**config.mk**
```make
export PLATFORM = sky130hd
export DESIGN_NAME = pow2_averager
export DESIGN_NICKNAME = d
export VERILOG_FILES = /design/src/rtl/avg_pkg.sv /design/src/rtl/avg_accum.sv /design/src/rtl/avg_format.sv /design/src/rtl/avg_status.sv /design/src/rtl/pow2_averager.sv
export SDC_FILE = /design/constraint.sdc
export NUM_CORES = 1
export LEC_CHECK = 0
export BUFFER_PORTS_ARGS = -buffer_cell sky130_fd_sc_hd__buf_2
export CORE_MARGIN = 2
export CORE_UTILIZATION = 42
export CTS_CLUSTER_DIAMETER = 50
export DETAILED_ROUTE_END_ITERATION = 8
export PLACE_DENSITY = 0.73
export SLEW_MARGIN = 40
export SYNTH_ARGS = -nofsm -noshare
export SYNTH_HDL_FRONTEND = slang
export SYNTH_HIERARCHICAL = 1
export SYNTH_SLANG_ARGS = --single-unit
```
**constraint.sdc**
```tcl
create_clock -name clk -period 3.2 [get_ports clk]
set_input_delay 0.32 -clock clk [delete_from_list [all_inputs] [get_ports clk]]
set_output_delay 0.32 -clock clk [all_outputs]
set_load 0.005 [all_outputs]
```
**src/rtl/avg_pkg.sv**
```systemverilog
`timescale 1ns/1ps
package avg_pkg;
  localparam int CODE_W = 4;
  localparam int SHIFT_W = 3;

  typedef struct packed {
    logic [CODE_W-1:0]  log2n;
    logic [SHIFT_W-1:0] shift;
    logic               left;
  } avg_cfg_t;

  function automatic logic [CODE_W-1:0] clamp_code(input logic [CODE_W-1:0] code,
                                                   input int max_log);
    return (code > CODE_W'(max_log)) ? CODE_W'(max_log) : code;
  endfunction
endpackage

```
**src/rtl/avg_accum.sv**
```systemverilog
`timescale 1ns/1ps
module avg_accum
  import avg_pkg::*;
#(
  parameter int SMP_W   = 12,
  parameter int MAX_LOG = 10,
  localparam int ACC_W  = SMP_W + MAX_LOG,
  localparam int CNT_W  = (MAX_LOG < 1) ? 1 : MAX_LOG
) (
  input  logic             clk,
  input  logic             rst_n,
  input  logic             start_i,
  input  logic             free_run_i,
  input  avg_cfg_t         cfg_i,
  input  logic             smp_valid_i,
  input  logic [SMP_W-1:0] smp_data_i,
  output logic             busy_o,
  output logic             last_o,
  output logic [ACC_W-1:0] sum_o,
  output avg_cfg_t         cfg_o
);
  logic             busy_q;
  logic [CNT_W-1:0] cnt_q;
  logic [ACC_W-1:0] acc_q;
  avg_cfg_t         cfg_q;
  logic [CNT_W:0]   span;
  logic [CNT_W-1:0] target;
  logic             take;

  assign span   = (CNT_W+1)'(1) << cfg_q.log2n;
  assign target = CNT_W'(span - (CNT_W+1)'(1));
  assign take   = busy_q & smp_valid_i;
  assign last_o = take & (cnt_q == target);
  assign sum_o  = acc_q + ACC_W'(smp_data_i);
  assign busy_o = busy_q;
  assign cfg_o  = cfg_q;

  always_ff @(posedge clk or negedge rst_n) begin
    if (!rst_n) begin
      busy_q <= 1'b0;
      cnt_q  <= '0;
      acc_q  <= '0;
      cfg_q  <= '0;
    end else if (!busy_q) begin
      if (start_i) begin
        busy_q <= 1'b1;
        cnt_q  <= '0;
        acc_q  <= '0;
        cfg_q  <= cfg_i;
      end
    end else if (last_o) begin
      cnt_q  <= '0;
      acc_q  <= '0;
      busy_q <= free_run_i;
      if (free_run_i) cfg_q <= cfg_i;
    end else if (take) begin
      cnt_q <= cnt_q + CNT_W'(1);
      acc_q <= sum_o;
    end
  end

  a_r1_count_in_range: assert property (@(posedge clk) disable iff (!rst_n)
    busy_q |-> (cnt_q <= target));
  a_r7_idle_sample_hold: assert property (@(posedge clk) disable iff (!rst_n)
    (busy_q && !smp_valid_i) |=> ($stable(cnt_q) && $stable(acc_q)));
  a_r6_fresh_run: assert property (@(posedge clk) disable iff (!rst_n)
    $rose(busy_q) |-> (cnt_q == '0 && acc_q == '0));
  a_r11_cfg_frozen: assert property (@(posedge clk) disable iff (!rst_n)
    (busy_q && !last_o) |=> $stable(cfg_q));
  a_r8_free_run_stays: assert property (@(posedge clk) disable iff (!rst_n)
    (last_o && free_run_i) |=> busy_q);
endmodule

```
**src/rtl/avg_format.sv**
```systemverilog
`timescale 1ns/1ps
module avg_format
  import avg_pkg::*;
#(
  parameter int SMP_W = 12,
  parameter int ACC_W = 22,
  parameter int RES_W = 16,
  localparam int PAD_W = RES_W - SMP_W
) (
  input  logic [ACC_W-1:0] sum_i,
  input  avg_cfg_t         cfg_i,
  output logic [RES_W-1:0] res_o
);
  logic [ACC_W-1:0] shifted;
  logic [SMP_W-1:0] single;

  assign shifted = sum_i >> cfg_i.shift;
  assign single  = sum_i[SMP_W-1:0];

  always_comb begin
    if (cfg_i.log2n == '0) begin
      res_o = cfg_i.left ? {single, {PAD_W{1'b0}}} : {{PAD_W{1'b0}}, single};
    end else if (shifted > ACC_W'({RES_W{1'b1}})) begin
      res_o = '1;
    end else begin
      res_o = shifted[RES_W-1:0];
    end
  end
endmodule

```
**src/rtl/avg_status.sv**
```systemverilog
`timescale 1ns/1ps
module avg_status (
  input  logic clk,
  input  logic rst_n,
  input  logic done_i,
  input  logic ack_i,
  output logic overrun_o
);
  logic unread_q;
  logic ovr_q;

  always_ff @(posedge clk or negedge rst_n) begin
    if (!rst_n) begin
      unread_q <= 1'b0;
      ovr_q    <= 1'b0;
    end else begin
      if (done_i)     unread_q <= 1'b1;
      else if (ack_i) unread_q <= 1'b0;
      if (done_i && unread_q && !ack_i) ovr_q <= 1'b1;
      else if (ack_i)                   ovr_q <= 1'b0;
    end
  end

  assign overrun_o = ovr_q;

  a_r9_overrun_cause: assert property (@(posedge clk) disable iff (!rst_n)
    $rose(ovr_q) |-> $past(done_i));
  a_r9_ack_clears: assert property (@(posedge clk) disable iff (!rst_n)
    (ack_i && !done_i) |=> (!ovr_q && !unread_q));
  a_r9_ack_with_done: assert property (@(posedge clk) disable iff (!rst_n)
    (ack_i && done_i) |=> (unread_q && !ovr_q));
endmodule

```
**src/rtl/pow2_averager.sv**
```systemverilog
`timescale 1ns/1ps
module pow2_averager
  import avg_pkg::*;
#(
  parameter int SMP_W   = 12,
  parameter int MAX_LOG = 10,
  parameter int RES_W   = 16,
  localparam int ACC_W  = SMP_W + MAX_LOG
) (
  input  logic               clk,
  input  logic               rst_n,
  input  logic               start_i,
  input  logic               free_run_i,
  input  logic               left_adj_i,
  input  logic [CODE_W-1:0]  count_code_i,
  input  logic [SHIFT_W-1:0] adj_code_i,
  input  logic               smp_valid_i,
  output logic               smp_ready_o,
  input  logic [SMP_W-1:0]   smp_data_i,
  input  logic               rd_ack_i,
  output logic [RES_W-1:0]   result_o,
  output logic               res_rdy_o,
  output logic               overrun_o,
  output logic               busy_o
);
  avg_cfg_t         cfg_in;
  avg_cfg_t         cfg_run;
  logic             last_w;
  logic             busy_w;
  logic [ACC_W-1:0] sum_w;
  logic [RES_W-1:0] fmt_w;
  logic [RES_W-1:0] result_q;
  logic             rdy_q;

  assign cfg_in.log2n = clamp_code(count_code_i, MAX_LOG);
  assign cfg_in.shift = adj_code_i;
  assign cfg_in.left  = left_adj_i;

  avg_accum #(.SMP_W(SMP_W), .MAX_LOG(MAX_LOG)) u_accum (
    .clk(clk), .rst_n(rst_n), .start_i(start_i), .free_run_i(free_run_i),
    .cfg_i(cfg_in), .smp_valid_i(smp_valid_i), .smp_data_i(smp_data_i),
    .busy_o(busy_w), .last_o(last_w), .sum_o(sum_w), .cfg_o(cfg_run)
  );

  avg_format #(.SMP_W(SMP_W), .ACC_W(ACC_W), .RES_W(RES_W)) u_format (
    .sum_i(sum_w), .cfg_i(cfg_run), .res_o(fmt_w)
  );

  avg_status u_status (
    .clk(clk), .rst_n(rst_n), .done_i(last_w), .ack_i(rd_ack_i),
    .overrun_o(overrun_o)
  );

  always_ff @(posedge clk or negedge rst_n) begin
    if (!rst_n) begin
      result_q <= '0;
      rdy_q    <= 1'b0;
    end else begin
      rdy_q <= last_w;
      if (last_w) result_q <= fmt_w;
    end
  end

  assign result_o    = result_q;
  assign res_rdy_o   = rdy_q;
  assign busy_o      = busy_w;
  assign smp_ready_o = busy_w;

  a_r5_result_holds: assert property (@(posedge clk) disable iff (!rst_n)
    !last_w |=> ($stable(result_q) && !rdy_q));
  a_r3_right_justified: assert property (@(posedge clk) disable iff (!rst_n)
    (last_w && cfg_run.log2n == '0 && !cfg_run.left) |=> (result_q[RES_W-1:SMP_W] == '0));
  a_r3_left_justified: assert property (@(posedge clk) disable iff (!rst_n)
    (last_w && cfg_run.log2n == '0 && cfg_run.left) |=> (result_q[RES_W-SMP_W-1:0] == '0));
endmodule

```
==> results of run 1 <==
[per-layer routing]
metal  part of all wire [%]  up-vias  GRT usage [%]  routed length, µm
met1                     41     2334           25.8               5820
met2                     51      136           37.6               7220
met5                      0        -              0                  0
li1                       -     2177              -                  -
met3                    4.1       43           4.39                575
met4                    3.3        0           10.4                464
[metrics by stage]
stage	utilization (%)	setup slack (ns)	area [µm²]	hold slack (ns)
after floorplan	-	-0.0720	5210	0.0244
after global placement	50.5	-0.324	6050	0.378
after detailed placement	50.5	-0.384	6050	0.389
after CTS	54.3	-0.237	6490	0.0197
after global routing	56.9	-0.438	6810	0.0576
final	56.9	-0.307	6810	0.0102
[kinds of logic after synthesis]
family          count (synthesis)  share of synthesized area (%)
mux                            80                           23.6
simple gates                  128                           13.1
buf+inv                        61                           6.05
fa+ha+maj                      15                           3.82
flops                          60                           29.4
xor+xnor                       29                           4.97
compound gates                140                           19.0
[worst max-delay path: stages (launching register included)]
cell and delay (ns):
dfrtp_1 0.42, ha_4 0.30, o21a_1 0.11, o211ai_1 0.12, a32o_2 0.32, o31ai_4 0.29, buf_4 0.19, nand2_4 0.07
xnor2_4 0.16, buf_6 0.12, mux4_2 0.52, buf_4 0.17, a211oi_2 0.20, o32ai_1 0.11, mux2_4 0.29
[report_power, final]
group | switching (mW) | internal, mW | total [mW] | leakage [nW]
logic | 2.79 | 3.08 | 5.87 | 2.14
clock network | 0.368 | 0.621 | 0.989 | 0.144
registers | 0.315 | 0.986 | 1.30 | 0.785
total | 3.47 | 4.69 | 8.16 | 3.07
[area by class of cell]
type,count,share of cell area [%]
Clock buffer,10,3.51
Multi-Input combinational cell,392,54.6
Inverter,23,1.27
Sequential cell,60,22.1
Timing Repair Buffer,142,14.9
Clock inverter,6,0.937
Tap cell,147,2.70
[sequential cells by signal (all words and copies together), names as in the netlist]
register / flops
res_rdy_o: 1
u_status/overrun_o: 1
u_accum/cnt_q: 10
u_accum/acc_q: 22
u_status/unread_q: 1
u_accum/busy_o: 1
result_o: 16
u_accum/cfg_o: 8
[path summary, 6_finish.rpt]
kind                                                    start                        endpoint  slack, ns
min in group clk                                     rd_ack_i  u_status/overrun_o$_DFFE_PN0P_       0.17
max in group asynchronous                               rst_n    u_accum/cnt_q[9]$_DFFE_PN0P_       2.27
worst max register to register   u_accum/acc_q[6]$_DFFE_PN0P_        result_o[13]$_DFFE_PN0P_      -0.31
worst min register to register  u_status/unread_q$_DFFE_PN0P_   u_status/unread_q$_DFFE_PN0P_       0.49
worst min-delay path                                    rst_n         result_o[8]$_DFFE_PN0P_       0.01
worst max-delay path             u_accum/acc_q[6]$_DFFE_PN0P_        result_o[13]$_DFFE_PN0P_      -0.31
[timing repair]
action                                  4_1_cts  5_1_grt
endpoints found under the hold margin         0        0
resized for setup                            20       48
hold buffers                                  0        0
setup buffers                                 6        8
pin swaps                                     3       11
endpoints found under the setup margin       16       50
cloned                                        0        1
[cell usage after synthesis, drive strengths merged, types with 3 or more instances]
cell	number	share of area, %
xor2	9	1.5
o22ai	6	0.74
o211ai	3	0.44
inv	23	1.7
o31a	4	0.69
nor4	4	0.49
mux2	38	9.7
nand3	13	1.3
o21bai	3	0.44
o21ai	26	2.5
and2	4	0.49
o41ai	14	2.5
a21o	6	0.88
nor2b	6	0.74
buf	21	3.1
a22o	14	2.4
nor3	5	0.59
nand2	36	2.6
mux2i	22	4.3
or3	4	0.49
or4	4	0.59
dfrtp	60	29
o31ai	4	0.59
nand4	5	0.61
a31oi	15	1.8
ha	14	3.4
nor2	24	1.8
a21oi	30	3.2
a211oi	5	0.74
mux4	20	9.6
and3	6	0.74
clkbuf	17	1.2
nand2b	5	0.61
xnor2	20	3.4
==> results.md, run 1 <==
- First-pass GRT wire length: 22500 µm
- Synthesis Warnings: 6
- Final ANT Viol Nets: 0
- Number of CTS-inserted buffers: 9
- I/O pin cnt: 46
- Crit start category: register
- CTS Sinks: 60
- RSZ-0062 raised after global routing: yes
- Worst rel slew slack: 45.0%
- Worst-path clk slew: 0.05 ns
- Htree depth: 3
- Commonest non-fill, non-tap cells in the layout: buf_4 (84), dfrtp_1 (60), buf_2 (46)
- WL per Instance: 18.1 µm
- CORE AREA: 0.0120 mm²
- Sum of negative setup slack: -4.24 ns
- Worst-margin pin slew: 0.824 ns
- Die Width: 114 µm
- Max Cap Viol: 0
- Number of port buffers: 45
- Area delta synth->final: 33.3%
- Tcrit/Tclk final: 110%
- ANT cells: 0
- Final hold vios: 0
- Syn avg cell area: 9.96 µm²
- Number of enable flip-flop cells after synthesis: 0
- Outcome: finished, violations left
- Worst EP required: 3.43 ns
- Sequential cell area fraction in the yosys report: 29.4%
- Synthesized net count: 554
- Root buf cell: clkbuf_16
- Leakage power: 3.07 nW
- Placed insts: 749
- Largest net degree at the start of global routing: 35
- Main synth FF type: dfrtp_1
- Fill cell count: 982
- Most common cell after layout, fill and taps aside: buf_4
- Max clock buf depth: 2
- Worst setup EP type: register
- Setup Viol. Count Final: 16
- Drt via density: 6.01
- DIE HEIGHT: 114 µm
- HP Class: in -> async
- Synth Register Bits: 60
- Register Area: 0.00150 mm²
- Worst vdd ir: 0.466 mV
- Failing checks: negative setup slack
- Initial Util: 42.7%
- CTS tree: yes
- Initial antenna violation count: 0
- Worst Path Max Fanout: 5
- Worst r2r path cells: 14
- Mapped cell area: 0.00511 mm²
- Number of global-route vias before repair: 4700
- Initial drt markers: 341
- Multi-input gate area: 0.00372 mm²
- Final clock skew: 0.00478 ns
- Kind of critical path: reg -> reg
- Row cnt: 40
- Total vias in the final route: 4690
- Setup slack after layout: -0.307 ns
- Final Wtd Congestion: 0.893
- DRC violations left: 0
- Gr ovfl total: 0
- PD cells: 1200 mW/mm²
- Fmax: 285 MHz
- Crit path time final: 3.51 ns
- Die area: 0.0131 mm²
- Clk_lat worst skew: 0.35 ns
- First drt pass iteration count: 4
- Post-Syn Instances: 513
- Share of layout cells above drive strength 1: 43.3%
- Library cells used by synthesis: 65
- Ys async rst share: 100%
- HPWL Detailed: 9650 µm
- Fin nets: 669
- Tot Pwr: 8.16 mW
- Slew Limit Fails: 0
- GRT Total Usage: 21.7%
- WP data arrival: 3.74 ns
- Non-filler cells, final: 780
- Aggregate routed wire length: 14100 µm
Note: power is estimated with default switching activity, not from simulation.
==> inputs of run 2 (changes only) <==
--- a/config.mk
+++ b/config.mk
@@ -7,10 +7,10 @@
 export LEC_CHECK = 0
 export BUFFER_PORTS_ARGS = -buffer_cell sky130_fd_sc_hd__buf_2
 export CORE_MARGIN = 2
-export CORE_UTILIZATION = 42
+export CORE_UTILIZATION = 30
 export CTS_CLUSTER_DIAMETER = 50
 export DETAILED_ROUTE_END_ITERATION = 8
-export PLACE_DENSITY = 0.73
+export PLACE_DENSITY = 0.59
 export SLEW_MARGIN = 40
 export SYNTH_ARGS = -nofsm -noshare
 export SYNTH_HDL_FRONTEND = slang
==> run 2 against run 1 <==
  * The run still ends with negative setup slack left
  * Wire length is 2.6% higher
  * Register-to-register slack barely moved
  * Critical path depth is 1 lower
  * Core utilization decreased by 14 points
  * Clock-buffer cell count increased by 2
  * Non-clock buffer count grew 4
  * Die area up 38%
  * Sequential share of layout area decreased by 0.75 points
  * Combinational power rose by 2%
  * Hold slack better by 0.029 ns
  * Global-route usage decreased by 6.0 points
  * Critical endpoint is now result_o[11]$_DFFE_PN0P_
  * Largest power group unchanged
==> results.md, run 2 (synthesis gave the netlist of run 1 again) <==
- Outcome: finished, violations left
- Failing checks: negative setup slack
- Max clock buf depth: 2 (unchanged)
- Final core occ: 42.4% (-14 points)
- DRC violations left: 0 (unchanged)
- WL per Instance: 16.9 µm (-6.6%)
- CTS tree: yes
- DIE HEIGHT: 134 µm (+18%)
- Root buf cell: clkbuf_16
- Final clock skew: 0.00828 ns (+0.00350 ns)
- Final hold vios: 0 (unchanged)
- Biggest register: u_accum/acc_q
- Share of layout cells above drive strength 1: 44.9% (+1.6 points)
- Final ANT Viol Nets: 0 (unchanged)
- Row cnt: 47 (+18%)
- Cts hold-fix bufs: 0 (unchanged)
- Leakage power: 3.14 nW (+2.4%)
- Die Width: 134 µm (+18%)
- Worst vdd ir: 0.467 mV (+0.16%)
- HPWL Detailed: 9930 µm (+2.9%)
- Clk_lat worst skew: 0.34 ns (about the same)
- Largest net degree at the start of global routing: 61 (+74%)
- Slew Limit Fails: 0 (unchanged)
- Htree depth: 3 (unchanged)
- Worst Path Max Fanout: 6 (+1)
- Most common cell after layout, fill and taps aside: buf_4
- Setup Viol. Count Final: 16 (unchanged)
- Drt via density: 5.40 (-10%)
- Fmax: 286 MHz (+0.29%)
- Crit start category: register
- Number of port buffers: 45 (unchanged)
- Tcrit/Tclk final: 109% (-0.32 points)
- Worst r2r path cells: 13 (-1)
- R2R setup slack: -0.30 ns (about the same)
- Reg2reg end: result_o[11]$_DFFE_PN0P_
- Sum of negative setup slack: -4.07 ns (+0.172 ns)
- GRT Total Usage: 15.8% (-6.0 points)
- WL met3: 566 µm (-1.6%)
- Worst-path clk slew: 0.05 ns (about the same)
- Worst Setup EP: result_o[11]$_DFFE_PN0P_
- Fin nets: 673 (+0.60%)
- PD cells: 1200 mW/mm² (+0.13%)
- Initial drt markers: 292 (-14%)
- Area delta synth->final: 38.2%
- CTS Sinks: 60 (unchanged)
- First-pass GRT wire length: 22900 µm (+1.6%)
- Final Wtd Congestion: 0.900 (+0.71%)
- M1 wire length: 6120 µm (+5.1%)
- WP data arrival: 3.72 ns (-0.02 ns)
- Initial Util: 30.7% (-12 points)
- Tot Pwr: 8.48 mW (+3.8%)
- Setup slack after layout: -0.297 ns (+0.0102 ns)
- Crit path time final: 3.50 ns (-0.0102 ns)
- Die area: 0.0181 mm² (+38%)
- Worst setup EP type: register
- Commonest non-fill, non-tap cells in the layout: buf_4 (89), dfrtp_1 (58), buf_2 (45)
- Kind of critical path: reg -> reg
- Top Metal Used: met4
- HP Class: in -> async
- Total vias in the final route: 4624 (-1.4%)
- Worst hold margin: 0.0393 ns (+0.0292 ns)
- First drt pass iteration count: 5 (+1)
- Number of flip-flops in the largest register: 22 (unchanged)
- Crit. Startpoint: u_accum/acc_q[0]$_DFFE_PN0P_
- Number of global-route vias before repair: 4585 (-2.4%)
- Gr ovfl total: 0 (unchanged)
- Initial antenna violation count: 0 (unchanged)
- Worst rel slew slack: 49.1% (+4.1 points)
- Met2 wire length: 7370 µm (+2.0%)
- ANT cells: 0 (unchanged)
- Worst-margin pin slew: 0.763 ns (-0.0616 ns)
- I/O pin cnt: 46 (unchanged)
- Number of CTS-inserted buffers: 9 (unchanged)
- Worst r2r src: u_accum/acc_q[0]$_DFFE_PN0P_
- CORE AREA: 0.0166 mm² (+39%)
- Worst EP required: 3.42 ns (about the same)
- RSZ-0062 raised after global routing: yes
- Aggregate routed wire length: 14500 µm (+2.6%)
- Max Cap Viol: 0 (unchanged)
## run 2: cell types whose count changed in the layout (fill, tap and decap cells not counted), sizes merged
| cell | before | now |
|---|---|---|
| clkinv | 3 | 1 |
| clkinvlp | 2 | 0 |
| bufinv | 1 | 3 |
| buf | 142 | 145 |
| clkbuf | 10 | 13 |
## run 2: area by class of cell
cell class                      instances  area, µm²
Fill cell                            1590       9580
Sequential cell                        60       1500
Clock buffer                           12        256
Clock inverter                          4       95.1
Tap cell                              220        275
Multi-Input combinational cell        392       3750
Inverter                               23       86.3
Timing Repair Buffer                  146       1090
## run 2: worst min path at each step
stage / start / slack (ns) / cells after the start / endpoint
floorplan: rst_n / 0.02 / 0 / res_rdy_o$_DFF_PN0_
global placement: u_status/unread_q$_DFFE_PN0P_ / 0.46 / 1 / u_status/unread_q$_DFFE_PN0P_
detailed placement: u_status/unread_q$_DFFE_PN0P_ / 0.47 / 1 / u_status/unread_q$_DFFE_PN0P_
CTS: rd_ack_i / 0.13 / 2 / u_status/overrun_o$_DFFE_PN0P_
global route: rst_n / 0.09 / 2 / u_accum/cnt_q[6]$_DFFE_PN0P_
finish: rst_n / 0.04 / 2 / u_accum/cnt_q[5]$_DFFE_PN0P_
## run 2: timing repair
action | in CTS | in global routing
endpoints found under the setup margin | 22 | 32
gates cloned | 0 | 1
resized for setup | 29 | 48
pin swaps | 15 | 16
setup buffers | 11 | 7
## run 2: layer usage
metal / vias to the layer above / global-route usage (%)
met5: - / 0
li1: 2190 / -
met3: 38 / 3.08
met4: 0 / 6.43
met1: 2273 / 18.9
met2: 123 / 27.7
## run 2: metrics by stage
step | worst slack, ns | cell area, µm² | std cells
2_1_floorplan | -0.0720 | 5210 | 513
3_3_place_gp | -0.397 | 6170 | 823
3_5_place_dp | -0.461 | 6170 | 823
4_1_cts | -0.280 | 6740 | 850
5_1_grt | -0.441 | 7060 | 857
6_report | -0.297 | 7060 | 857
## run 2: critical path: stages, from the launching register on
cell,delay (ns)
dfrtp_1,0.39
ha_2,0.20
fa_2,0.36
a21oi_4,0.15
o21ai_2,0.08
a21o_1,0.21
a31oi_4,0.31
nand3b_1,0.22
xnor2_2,0.12
mux4_2,0.48
mux2_4,0.27
o41ai_2,0.20
a31oi_1,0.11
mux2_4,0.27
## run 2: report_power, final
part	switching, mW	internal (mW)
Sequential	0.322	0.988
Clock	0.356	0.801
Combinational	2.85	3.16
Total	3.53	4.95
